File: src/rtl/dma_seq_pkg.sv
package dma_seq_pkg;

  localparam int BYTE_W   = 8;
  localparam int UNIT_W   = 2 * BYTE_W;
  localparam int LANES    = UNIT_W / BYTE_W;
  localparam int PH_CNT_W = 3;
  localparam int NWIN     = 2;

  typedef struct packed {
    logic                split;
    logic                word;
    logic                ext;
    logic [PH_CNT_W-1:0] cycles;
  } phase_plan_t;

  typedef enum logic [1:0] {
    ST_IDLE = 2'd0,
    ST_RD   = 2'd1,
    ST_WR   = 2'd2
  } seq_state_e;

endpackage

File: src/rtl/dma_region_cmp.sv
module dma_region_cmp #(
  parameter int AW = 16
) (
  input  logic [AW-1:0] addr_i,
  input  logic [AW-1:0] lo_i,
  input  logic [AW-1:0] hi_i,
  output logic          hit_o
);

  always_comb begin
    hit_o = (addr_i >= lo_i) && (addr_i <= hi_i);
  end

endmodule

File: src/rtl/dma_phase_plan.sv
module dma_phase_plan
  import dma_seq_pkg::*;
#(
  parameter int AW = 16
) (
  input  logic [AW-1:0]           addr_i,
  input  logic                    unit16_i,
  input  logic                    bus8_i,
  input  logic [NWIN-1:0][AW-1:0] win_lo_i,
  input  logic [NWIN-1:0][AW-1:0] win_hi_i,
  output phase_plan_t             plan_o
);

  logic [NWIN-1:0] win_hit;

  for (genvar w = 0; w < NWIN; w++) begin : g_win
    dma_region_cmp #(.AW(AW)) u_cmp (
      .addr_i (addr_i),
      .lo_i   (win_lo_i[w]),
      .hi_i   (win_hi_i[w]),
      .hit_o  (win_hit[w])
    );
  end

  logic                split;
  logic [PH_CNT_W-1:0] n_acc;

  always_comb begin
    split         = unit16_i & (bus8_i | addr_i[0]);
    n_acc         = split ? PH_CNT_W'(2) : PH_CNT_W'(1);
    plan_o.split  = split;
    plan_o.word   = unit16_i & ~split;
    plan_o.ext    = |win_hit;
    plan_o.cycles = plan_o.ext ? (n_acc << 1) : n_acc;
  end

endmodule

File: src/rtl/dma_bus_engine.sv
module dma_bus_engine
  import dma_seq_pkg::*;
#(
  parameter int AW = 16
) (
  input  logic              clk,
  input  logic              rst_n,
  input  logic              go_i,
  input  logic              bus8_i,
  input  logic [AW-1:0]     src_i,
  input  logic [AW-1:0]     dst_i,
  input  phase_plan_t       plan_rd_i,
  input  phase_plan_t       plan_wr_i,
  input  logic              ready_i,
  input  logic [UNIT_W-1:0] rdata_i,
  output logic              busy_o,
  output logic              done_o,
  output logic              req_o,
  output logic              we_o,
  output logic [AW-1:0]     addr_o,
  output logic [LANES-1:0]  be_o,
  output logic [UNIT_W-1:0] wdata_o,
  output logic [UNIT_W-1:0] data_o
);

  seq_state_e        state_q, state_n;
  logic              idx_q, idx_n;
  logic              elapsed_q, elapsed_n;
  logic              done_q, done_n;
  logic [UNIT_W-1:0] buf_q, buf_n;

  phase_plan_t       cur;
  logic [AW-1:0]     base;
  logic              lane_hi;
  logic              fin;
  logic              last;
  logic [BYTE_W-1:0] rbyte;
  logic [BYTE_W-1:0] wbyte;

  always_comb begin
    cur     = (state_q == ST_WR) ? plan_wr_i : plan_rd_i;
    base    = (state_q == ST_WR) ? dst_i : src_i;
    addr_o  = base + AW'(idx_q);
    lane_hi = ~bus8_i & addr_o[0];
    req_o   = (state_q != ST_IDLE);
    we_o    = (state_q == ST_WR);
    busy_o  = req_o;
    if (cur.word) be_o = 2'b11;
    else          be_o = lane_hi ? 2'b10 : 2'b01;
    fin     = req_o & ready_i & (elapsed_q | ~cur.ext);
    last    = ~cur.split | idx_q;
    rbyte   = lane_hi ? rdata_i[UNIT_W-1:BYTE_W] : rdata_i[BYTE_W-1:0];
    wbyte   = idx_q ? buf_q[UNIT_W-1:BYTE_W] : buf_q[BYTE_W-1:0];
    if (cur.word)     wdata_o = buf_q;
    else if (lane_hi) wdata_o = {wbyte, {BYTE_W{1'b0}}};
    else              wdata_o = {{BYTE_W{1'b0}}, wbyte};
    done_o  = done_q;
    data_o  = buf_q;
  end

  always_comb begin
    state_n   = state_q;
    idx_n     = idx_q;
    elapsed_n = elapsed_q;
    buf_n     = buf_q;
    done_n    = 1'b0;
    case (state_q)
      ST_IDLE: begin
        if (go_i) begin
          state_n   = ST_RD;
          idx_n     = 1'b0;
          elapsed_n = 1'b0;
          buf_n     = '0;
        end
      end
      ST_RD: begin
        if (fin) begin
          elapsed_n = 1'b0;
          if (cur.word)   buf_n = rdata_i;
          else if (idx_q) buf_n[UNIT_W-1:BYTE_W] = rbyte;
          else            buf_n[BYTE_W-1:0] = rbyte;
          if (last) begin
            state_n = ST_WR;
            idx_n   = 1'b0;
          end else begin
            idx_n = 1'b1;
          end
        end else begin
          elapsed_n = 1'b1;
        end
      end
      ST_WR: begin
        if (fin) begin
          elapsed_n = 1'b0;
          if (last) begin
            state_n = ST_IDLE;
            idx_n   = 1'b0;
            done_n  = 1'b1;
          end else begin
            idx_n = 1'b1;
          end
        end else begin
          elapsed_n = 1'b1;
        end
      end
      default: state_n = ST_IDLE;
    endcase
  end

  always_ff @(posedge clk or negedge rst_n) begin
    if (!rst_n) begin
      state_q   <= ST_IDLE;
      idx_q     <= 1'b0;
      elapsed_q <= 1'b0;
      done_q    <= 1'b0;
      buf_q     <= '0;
    end else begin
      state_q   <= state_n;
      idx_q     <= idx_n;
      elapsed_q <= elapsed_n;
      done_q    <= done_n;
      buf_q     <= buf_n;
    end
  end

endmodule

File: src/rtl/dma_rst_sync.sv
module dma_rst_sync #(
  parameter int STAGES = 2
) (
  input  logic clk,
  input  logic rst_n_i,
  output logic rst_n_o
);

  logic [STAGES-1:0] sync_q;

  always_ff @(posedge clk or negedge rst_n_i) begin
    if (!rst_n_i) sync_q <= '0;
    else          sync_q <= {sync_q[STAGES-2:0], 1'b1};
  end

  assign rst_n_o = sync_q[STAGES-1];

endmodule

File: src/rtl/dma_unit_seq.sv
module dma_unit_seq
  import dma_seq_pkg::*;
#(
  parameter  int AW    = 16,
  parameter  int CW    = 4,
  localparam int TOT_W = PH_CNT_W + CW + 1
) (
  input  logic                clk,
  input  logic                rst_n,
  input  logic                start_i,
  input  logic                unit16_i,
  input  logic                bus8_i,
  input  logic [AW-1:0]       src_addr_i,
  input  logic [AW-1:0]       dst_addr_i,
  input  logic [AW-1:0]       reg_base_i,
  input  logic [AW-1:0]       reg_limit_i,
  input  logic [AW-1:0]       wait_base_i,
  input  logic [AW-1:0]       wait_limit_i,
  input  logic [CW-1:0]       coef_rd_i,
  input  logic [CW-1:0]       coef_wr_i,
  input  logic                bus_ready_i,
  input  logic [UNIT_W-1:0]   bus_rdata_i,
  output logic                busy_o,
  output logic                done_o,
  output logic                bus_req_o,
  output logic                bus_we_o,
  output logic [AW-1:0]       bus_addr_o,
  output logic [LANES-1:0]    bus_be_o,
  output logic [UNIT_W-1:0]   bus_wdata_o,
  output logic [UNIT_W-1:0]   data_o,
  output logic [PH_CNT_W-1:0] rd_cycles_o,
  output logic [PH_CNT_W-1:0] wr_cycles_o,
  output logic [TOT_W-1:0]    total_cycles_o
);

  logic rst_s_n;

  dma_rst_sync #(.STAGES(2)) u_rst (
    .clk     (clk),
    .rst_n_i (rst_n),
    .rst_n_o (rst_s_n)
  );

  // Planning for both phases from the live request
  logic [NWIN-1:0][AW-1:0] win_lo, win_hi;
  logic [1:0][AW-1:0]      ph_addr;
  phase_plan_t             ph_plan [2];

  always_comb begin
    win_lo     = {wait_base_i, reg_base_i};
    win_hi     = {wait_limit_i, reg_limit_i};
    ph_addr[0] = src_addr_i;
    ph_addr[1] = dst_addr_i;
  end

  for (genvar p = 0; p < 2; p++) begin : g_phase
    dma_phase_plan #(.AW(AW)) u_plan (
      .addr_i   (ph_addr[p]),
      .unit16_i (unit16_i),
      .bus8_i   (bus8_i),
      .win_lo_i (win_lo),
      .win_hi_i (win_hi),
      .plan_o   (ph_plan[p])
    );
  end

  logic             accept;
  logic [TOT_W-1:0] total_n;

  always_comb begin
    accept  = start_i & ~busy_o;
    total_n = TOT_W'(ph_plan[0].cycles) * TOT_W'(coef_rd_i)
            + TOT_W'(ph_plan[1].cycles) * TOT_W'(coef_wr_i);
  end

  // Request registers, loaded only when a start is accepted
  logic [AW-1:0]    src_q, dst_q;
  logic             bus8_q;
  phase_plan_t      plan_rd_q, plan_wr_q;
  logic [TOT_W-1:0] total_q;

  always_ff @(posedge clk or negedge rst_s_n) begin
    if (!rst_s_n) begin
      src_q     <= '0;
      dst_q     <= '0;
      bus8_q    <= 1'b0;
      plan_rd_q <= '0;
      plan_wr_q <= '0;
      total_q   <= '0;
    end else if (accept) begin
      src_q     <= src_addr_i;
      dst_q     <= dst_addr_i;
      bus8_q    <= bus8_i;
      plan_rd_q <= ph_plan[0];
      plan_wr_q <= ph_plan[1];
      total_q   <= total_n;
    end
  end

  dma_bus_engine #(.AW(AW)) u_eng (
    .clk       (clk),
    .rst_n     (rst_s_n),
    .go_i      (accept),
    .bus8_i    (bus8_q),
    .src_i     (src_q),
    .dst_i     (dst_q),
    .plan_rd_i (plan_rd_q),
    .plan_wr_i (plan_wr_q),
    .ready_i   (bus_ready_i),
    .rdata_i   (bus_rdata_i),
    .busy_o    (busy_o),
    .done_o    (done_o),
    .req_o     (bus_req_o),
    .we_o      (bus_we_o),
    .addr_o    (bus_addr_o),
    .be_o      (bus_be_o),
    .wdata_o   (bus_wdata_o),
    .data_o    (data_o)
  );

  always_comb begin
    rd_cycles_o    = plan_rd_q.cycles;
    wr_cycles_o    = plan_wr_q.cycles;
    total_cycles_o = total_q;
  end

endmodule

File: config.mk
export PLATFORM = sky130hd
export DESIGN_NAME = dma_unit_seq
export DESIGN_NICKNAME = d
export VERILOG_FILES = /design/src/rtl/dma_seq_pkg.sv /design/src/rtl/dma_region_cmp.sv /design/src/rtl/dma_phase_plan.sv /design/src/rtl/dma_bus_engine.sv /design/src/rtl/dma_rst_sync.sv /design/src/rtl/dma_unit_seq.sv
export SDC_FILE = /design/constraint.sdc
export NUM_CORES = 1
export LEC_CHECK = 0
export CAP_MARGIN = 20
export CORE_ASPECT_RATIO = 0.75
export CORE_UTILIZATION = 40
export CTS_BUF_LIST = sky130_fd_sc_hd__clkbuf_8
export DETAILED_ROUTE_END_ITERATION = 12
export PLACE_DENSITY = 0.66
export SLEW_MARGIN = 20
export SYNTH_ARGS = -nofsm -noshare
export SYNTH_HDL_FRONTEND = slang
export SYNTH_SLANG_ARGS = --single-unit
export TNS_END_PERCENT = 1
File: constraint.sdc
create_clock -name clk -period 10.65 [get_ports clk]
set_input_delay 2.6625 -clock clk [delete_from_list [all_inputs] [get_ports clk]]
set_output_delay 2.6625 -clock clk [all_outputs]
set_load 0.05 [all_outputs]
==> metrics.md, run 1 <==
| Metric | Value |
|---|---|
| Initial Util | 0.410 |
| IO buf count | 193 |
| Antenna violations before repair | 0 |
| Clock skew | 0.0110 ns |
| Die H | 121 microns |
| Root buf cell | clkbuf_8 |
| HP Class | flop to async pin |
| DRT antenna net count | 0 |
| Share of layout cells above drive strength 1 | 0.0395 |
| Largest net degree at the start of global routing | 75 |
| Max-slew violation count | 0 |
| Relative slew slack | 0.295 |
| Die footprint | 19600 sq um |
| Crit-path max FO | 5 |
| Post-layout util | 0.535 |
| GRT overflow | 0 |
| Count leader, synth | nand2_1 |
| Vias per cell | 5.23 |
| Htree depth | 3 |
| Per-cell routed wire length | about 17 microns |
| Post-layout min period | between 8 and 9 ns |
| Core Region | 18600 sq um |
| Crit path kind | input port to flop |
| First drt pass iteration count | 5 |
| Max Cap Violations | 0 |
| Critical Path End Type | flop |
| Worst Path Required | about 11 ns |
| Final wirelength | 22000 microns |
| CP arrival | 8.43 ns |
| I/O Pins | 194 |
| Vias | a little under 7000 |
| Ys async rst share | 1.00 |
| Number of synthesized flops with an enable pin | 0 |
| PD cells | 226 nW/um^2 |
| Register area share after synthesis | 0.250 |
| Gr busiest metal | met1 |
| Tcrit/Tclk final | 0.773 |
| Antenna cells | 0 |
| Status | finished, final reports clean |
| Skew-Pair Late Insertion Delay | 0.36 ns |
| CTS-repair resized insts | 0 |
| Fin. Hold Viols | 0 |
| Synth area leader | dfrtp_1 |
| Setup TNS | 0 ns |
| Count of different cell masters after synthesis | 67 |
| Worst slack, placed | 2.05 ns |
| Yosys top cell area share | 0.250 |
| Area of placed instances | 9720 sq um |
| Vias in the first global route | 6415 |
| TritonCTS Buffers | 9 |
| Synth cell count leaders | nand2_1, ha_1, inv_1 |
| Rows | 43 |
| Final worst slack | between 2 and 2.5 ns |
| Layout area overhead | 30.6% |
| Met1 GRT Util | 0.345 |
| LEAKAGE | a little under 5 nW |
| Design Power | 0.00225 W |
| Die width | 161 microns |
| Synthesized area | ~7600 sq um |
| Grt met3 use | 0.0345 |
| Tightest Pin Transition | 1.05 ns |
| Initial DRC count | 365 |
| Setup Viol. Count Final | 0 |
| Synth Flop Type | dfrtp_1 |
| YS warnings | 0 |
| Gr usage total | 0.225 |
| Post-route design area | 9940 sq um |
| Cts hold-fix bufs | 0 |
| # DRC | 0 |
| FF+latch count, synth | 76 |
| Synth Instances | ~900 |
| Final HPWL from detailed placement | 17800 microns |
| Syn_nets | 1165 |
| Final #Nets | 1345 |
| Post-CTS Setup Inserts | 0 |
| Maximum clock rate | about 120 MHz |
| RSZ-0062 raised after global routing | false |
| Met2 GRT Util | 0.328 |
| Top post-synthesis cells by area | dfrtp_1, ha_1, nand2_1, inv_1, mux2i_1 |
| Syn Area/Cell | 8.67 sq um |
| GP Congestion | 0.870 |
| Maximum buffer depth of the clock tree | 2 |
| VDD IR max | roughly 0.22 mV |
| Worst Setup Start Kind | input port |
| First-pass GRT wire length | 34200 microns |
| TritonCTS clock tree | built |
| Reg clk slew, reported paths | 0.08 ns |
| Clock sinks | 76 |
## metal layers
metal	vias to the layer above	part of all wire
li1	3442	-
met1	3185	0.51
met2	195	0.42
met3	21	0.059
met4	0	0.011
met5	-	0
## path summary, 6_finish.rpt
kind                                  start           endpoint  slack (ns)  cells past startpoint
setup / recovery              src_addr_i[0]  total_cycles_o[6]        2.42                     20
hold reg to reg             u_rst.sync_q[1]    u_eng.data_o[7]        0.32                      0
min in group clk            u_rst.sync_q[0]    u_rst.sync_q[1]        0.35                      0
setup reg to reg           u_eng.state_q[0]    u_eng.data_o[1]        7.92                      7
max in group asynchronous             rst_n    u_rst.sync_q[1]        8.05                      1
hold / removal              u_rst.sync_q[1]    u_eng.data_o[7]        0.32                      0
## sequential cells by signal (all words and copies together), names as in the netlist, 2 cells and up
signal          flops
plan_wr_q           3
rd_cycles_o         3
wr_cycles_o         3
src_q              16
dst_q              16
plan_rd_q           3
u_rst.sync_q        2
u_eng.data_o       16
u_eng.state_q       2
total_cycles_o      8
## kinds of logic (layout without fill, tap and decap cells)
family          Yosys count  in the layout  share of synthesized area
flops                    76             76                      0.250
other cells               1              1                   0.000493
xor+xnor                 18             18                     0.0207
mux                      36             36                     0.0485
simple gates            292            292                      0.177
buf+inv                 116            301                     0.0640
compound gates          176            176                      0.159
fa+ha+maj               162            162                      0.279
## final cells by class
class,instances,area (sq um)
Clock inverter,6,62.6
Multi-Input combinational cell,685,5220
Sequential cell,76,1910
Fill cell,1777,8620
Inverter,89,334
Timing Repair Buffer,196,1970
Clock buffer,10,138
Tap cell,247,309
## power by group
part           switching [W]  internal, W  total, W  leakage, nW
Sequential          0.000103     0.000414  0.000517        0.962
Combinational       0.000971     0.000532   0.00150         3.78
Clock               0.000115     0.000115  0.000230        0.106
## critical path, stage by stage
cell and delay [ns]:
clkdlybuf4s50_1 0.50, inv_1 0.15, ha_1 0.32, nor2b_1 0.04
o21ai_0 0.19, nand3_1 0.11, a2111oi_0 0.75, o32ai_1 0.31
and2_1 0.21, ha_1 0.32, and2_1 0.19, fa_1 0.52
fa_1 0.44, fa_1 0.49, ha_1 0.23, fa_1 0.40
a21o_1 0.19, a21oi_1 0.17, xor2_1 0.15, o21ai_0 0.08
## stage by stage
step                      std cells  hold slack (ns)
after detailed placement       1292            0.337
final                          1309            0.324
after CTS                      1308            0.346
after global placement         1292            0.334
after global routing           1309            0.354
after floorplan                 877            0.331
## cells in the final DEF (no fill, tap or decap), drive strengths merged, types with 3 or more instances in the layout
| cell type | Yosys | routed |
|---|---|---|
| a2111oi | 3 | 3 |
| a211oi | 9 | 9 |
| a21o | 14 | 14 |
| a21oi | 48 | 48 |
| a221oi | 4 | 4 |
| a22o | 17 | 17 |
| a31oi | 5 | 5 |
| and2 | 20 | 20 |
| and3 | 3 | 3 |
| buf | 17 | 3 |
| clkbuf | 10 | 10 |
| clkdlybuf4s50 | 0 | 193 |
| clkinv | 0 | 4 |
| dfrtp | 76 | 76 |
| fa | 13 | 13 |
| ha | 149 | 149 |
| inv | 89 | 90 |
| mux2 | 4 | 4 |
| mux2i | 32 | 32 |
| nand2 | 187 | 187 |
| nand3 | 20 | 20 |
| nand3b | 4 | 4 |
| nand4 | 20 | 20 |
| nor2 | 16 | 16 |
| nor2b | 6 | 6 |
| o211ai | 7 | 7 |
| o21ai | 32 | 32 |
| o31ai | 18 | 18 |
| xnor2 | 7 | 7 |
| xor2 | 11 | 11 |
(Power assumes the default switching activity.)
==> inputs of run 2 (changes only) <==
--- a/config.mk
+++ b/config.mk
@@ -10,7 +10,7 @@
 export CORE_UTILIZATION = 40
 export CTS_BUF_LIST = sky130_fd_sc_hd__clkbuf_8
 export DETAILED_ROUTE_END_ITERATION = 12
-export PLACE_DENSITY = 0.66
+export PLACE_DENSITY = 0.69
 export SLEW_MARGIN = 20
 export SYNTH_ARGS = -nofsm -noshare
 export SYNTH_HDL_FRONTEND = slang
==> constraint.sdc (replaced) <==
create_clock -name clk -period 6.7 [get_ports clk]
set_input_delay 1.675 -clock clk [delete_from_list [all_inputs] [get_ports clk]]
set_output_delay 1.675 -clock clk [all_outputs]
set_load 0.05 [all_outputs]
==> run 2 against run 1 <==
First-iteration DRC count grew 14%. Largest power group unchanged. Critical endpoint unchanged. Non-clock buffer count grew 137. Power grew 63%. Routed wire length grew 5.1%. Worst hold slack lost 0.033 ns. Sequential share of layout area shrank 2.1 points. Critical path type unchanged. Highest routed layer unchanged. Sequential power grew 59%. Final area grew 12%. Register-to-register slack lost 4.1 ns. Count of clock-buffer cells in the layout grew 1. Flip-flop and latch count is the same. Critical path depth grew 2.
==> metrics.md, run 2 (synthesis gave the netlist of run 1 again) <==
| Metric | Value |
|---|---|
| Post-layout min period | 6.60 ns |
| Vias | 7450 (+8.9%) |
| Setup Viol. Count Final | 0 (unchanged) |
| Clock sinks | 76 (unchanged) |
| Die width | 161 microns (unchanged) |
| Tightest Pin Transition | 0.989 ns (-0.0649 ns) |
| Area of placed instances | 10700 sq um (+9.8%) |
| Most common cell after layout, fill and taps aside | nand2_1 |
| First drt pass iteration count | 5 (unchanged) |
| Gr usage total | 0.236 (+0.0107) |
| Critical Path End Type | flop |
| CP max stage cell | fa_1 |
| HP Class | flop to async pin |
| Relative slew slack | 0.341 (+0.0458) |
| Crit-path max FO | 3 (-2) |
| Core Region | 18600 sq um (unchanged) |
| Clk network pwr share | 0.092 (-0.010) |
| Reg clk slew, reported paths | 0.08 ns (about the same) |
| Root buf cell | clkbuf_8 |
| Max Cap Violations | 0 (unchanged) |
| Final HPWL from detailed placement | 18700 microns (+5.2%) |
| Setup TNS | 0 ns (unchanged) |
| Post-route design area | 11200 sq um (+12%) |
| I/O Pins | 194 (unchanged) |
| Die footprint | 19600 sq um (unchanged) |
| Cell total after placement | 1419 (+9.8%) |
| Clock skew | 0.0102 ns (-0.000727 ns) |
| Share of layout cells above drive strength 1 | 0.181 (+0.141) |
| Worst path bufs/invs | 4 (+2) |
| TritonCTS clock tree | built |
| Worst Path Required | 6.91 ns (-3.93 ns) |
| Final Non-Filler Cells | 1446 (+10%) |
| First-pass GRT wire length | 36000 microns (+5.4%) |
| Crit path kind | input port to flop |
| PD cells | 329 nW/um^2 (+45%) |
| Layout area overhead | 46.9% |
| Internal power | 0.00175 W (+65%) |
| Die H | 121 microns (unchanged) |
| DRT antenna net count | 0 (unchanged) |
| Combinational share of power | 0.685 (+0.017) |
| Maximum buffer depth of the clock tree | 2 (unchanged) |
| Initial DRC count | 417 (+14%) |
| Worst slack, placed | -0.740 ns (-2.79 ns) |
| Most frequent cells in the layout | nand2_1, clkdlybuf4s50_1, buf_4 |
| GRT overflow | 0 (unchanged) |
| Largest net degree at the start of global routing | 75 (unchanged) |
| Status | finished, final reports clean |
| Final wirelength | 23100 microns (+5.1%) |
| Max incr delay on CP | 0.56 ns (-0.19 ns) |
| Antenna cells | 0 (unchanged) |
| Net switching power | 0.00192 W (+62%) |
| Rows | 43 (unchanged) |
| TritonCTS Buffers | 9 (unchanged) |
| IO buf count | 193 (unchanged) |
| GP Congestion | 0.893 (+2.6%) |
| Initial Util | 0.410 (unchanged) |
| LEAKAGE | 5.60 nW (+15%) |
| Skew-Pair Late Insertion Delay | 0.36 ns (about the same) |
| Antenna violations before repair | 0 (unchanged) |
| Vias in the first global route | 7095 (+11%) |
| Crit path cell chain | clkdlybuf4s50_1 -> buf_4 -> ha_1 -> nand4_1 -> buf_4 -> a211oi_2 -> buf_4 -> nor2_1 -> o21ai_1 -> o32ai_2 -> and2_1 -> ha_1 -> and2_1 -> fa_1 -> fa_1 -> fa_1 -> ha_2 -> fa_2 -> a21o_1 -> a21oi_2 -> xor2_1 -> o21ai_0 |
| CP arrival | 6.81 ns (-1.62 ns) |
| Worst Setup Start Kind | input port |
| VDD IR max | 0.396 mV (+76%) |
| Delay-heaviest family, CP | adder cells |
| Per-cell routed wire length | 16.0 microns (-4.9%) |
| Final #Nets | 1482 (+10%) |
| Fillers | 1672 (-5.9%) |
| Fin. Hold Viols | 0 (unchanged) |
| Post-layout util | 0.602 (+0.0668) |
| Max-slew violation count | 0 (unchanged) |
| Register share of total power | 0.224 (-0.006) |
| Tcrit/Tclk final | 0.985 |
| # DRC | 0 (unchanged) |
| Sw Ratio | 0.524 (-0.00497) |
| Maximum clock rate | 151 MHz |
| Vias per cell | 5.15 (-1.4%) |
| Final worst slack | 0.0984 ns (-2.32 ns) |
| Htree depth | 3 (unchanged) |
## run 2: cell types whose count changed in the layout (fill, tap and decap cells not counted), moves of 6 or more
cell,delta
ha_1,-9
ha_4,+6
dlymetal6s2s_1,+8
buf_4,+139
o21ai_0,-7
clkdlybuf4s50_1,-12
## run 2: what timing repair did
item | CTS | global route
gates resized for setup | 20 | 38
setup buffers | 0 | 10
pin swaps | 8 | 22
setup endpoints to repair | 4 | 4
hold buffers | 0 | 0
## run 2: final timing paths
path	from	to	slack [ns]	depth (start not counted)
worst max-delay path	src_addr_i[13]	total_cycles_o[6]	0.1	22
worst min-delay path	u_rst.sync_q[1]	u_eng.data_o[12]	0.29	0
worst max register to register	u_eng.state_q[0]	u_eng.data_o[11]	3.86	8
worst min register to register	u_rst.sync_q[1]	u_eng.data_o[12]	0.29	0
max in group asynchronous	rst_n	u_rst.sync_q[1]	5.08	1
min in group clk	u_rst.sync_q[0]	u_rst.sync_q[1]	0.37	0
## run 2: area by class of cell
| cell class | count | area [sq um] | share of cell area |
|---|---|---|---|
| repair buffers | 333 | 3010 | 0.269 |
| multi-input cells | 685 | 5430 | 0.486 |
| clock buffers | 11 | 151 | 0.0135 |
| inverters | 89 | 334 | 0.0299 |
| well taps | 247 | 309 | 0.0277 |
| flip-flops and latches | 76 | 1910 | 0.170 |
| clock inverters | 5 | 35.0 | 0.00313 |
## run 2: through the flow
step	hold WS, ns	power [W]
after global placement	0.335	0.00327
after CTS	0.369	0.00365
after detailed placement	0.351	0.00329
final	0.291	0.00367
after floorplan	0.331	0.00250
after global routing	0.348	0.00392
## run 2: routing by layer
metal,vias to the layer above,track usage,wire (microns)
met4,0,0.0419,243
met3,26,0.0318,1420
li1,3722,-,-
met1,3474,0.344,11100
met2,228,0.374,10300
met5,-,0,0
## run 2: power by group through the flow
stage | combinational (W) | clock (W) | sequential, W
after CTS | 0.00248 | 0.000344 | 0.000823
after floorplan | 0.00150 | 0 | 0.000998
after global routing | 0.00270 | 0.000370 | 0.000850
final | 0.00252 | 0.000336 | 0.000821
after detailed placement | 0.00246 | 0 | 0.000832
after global placement | 0.00244 | 0 | 0.000828
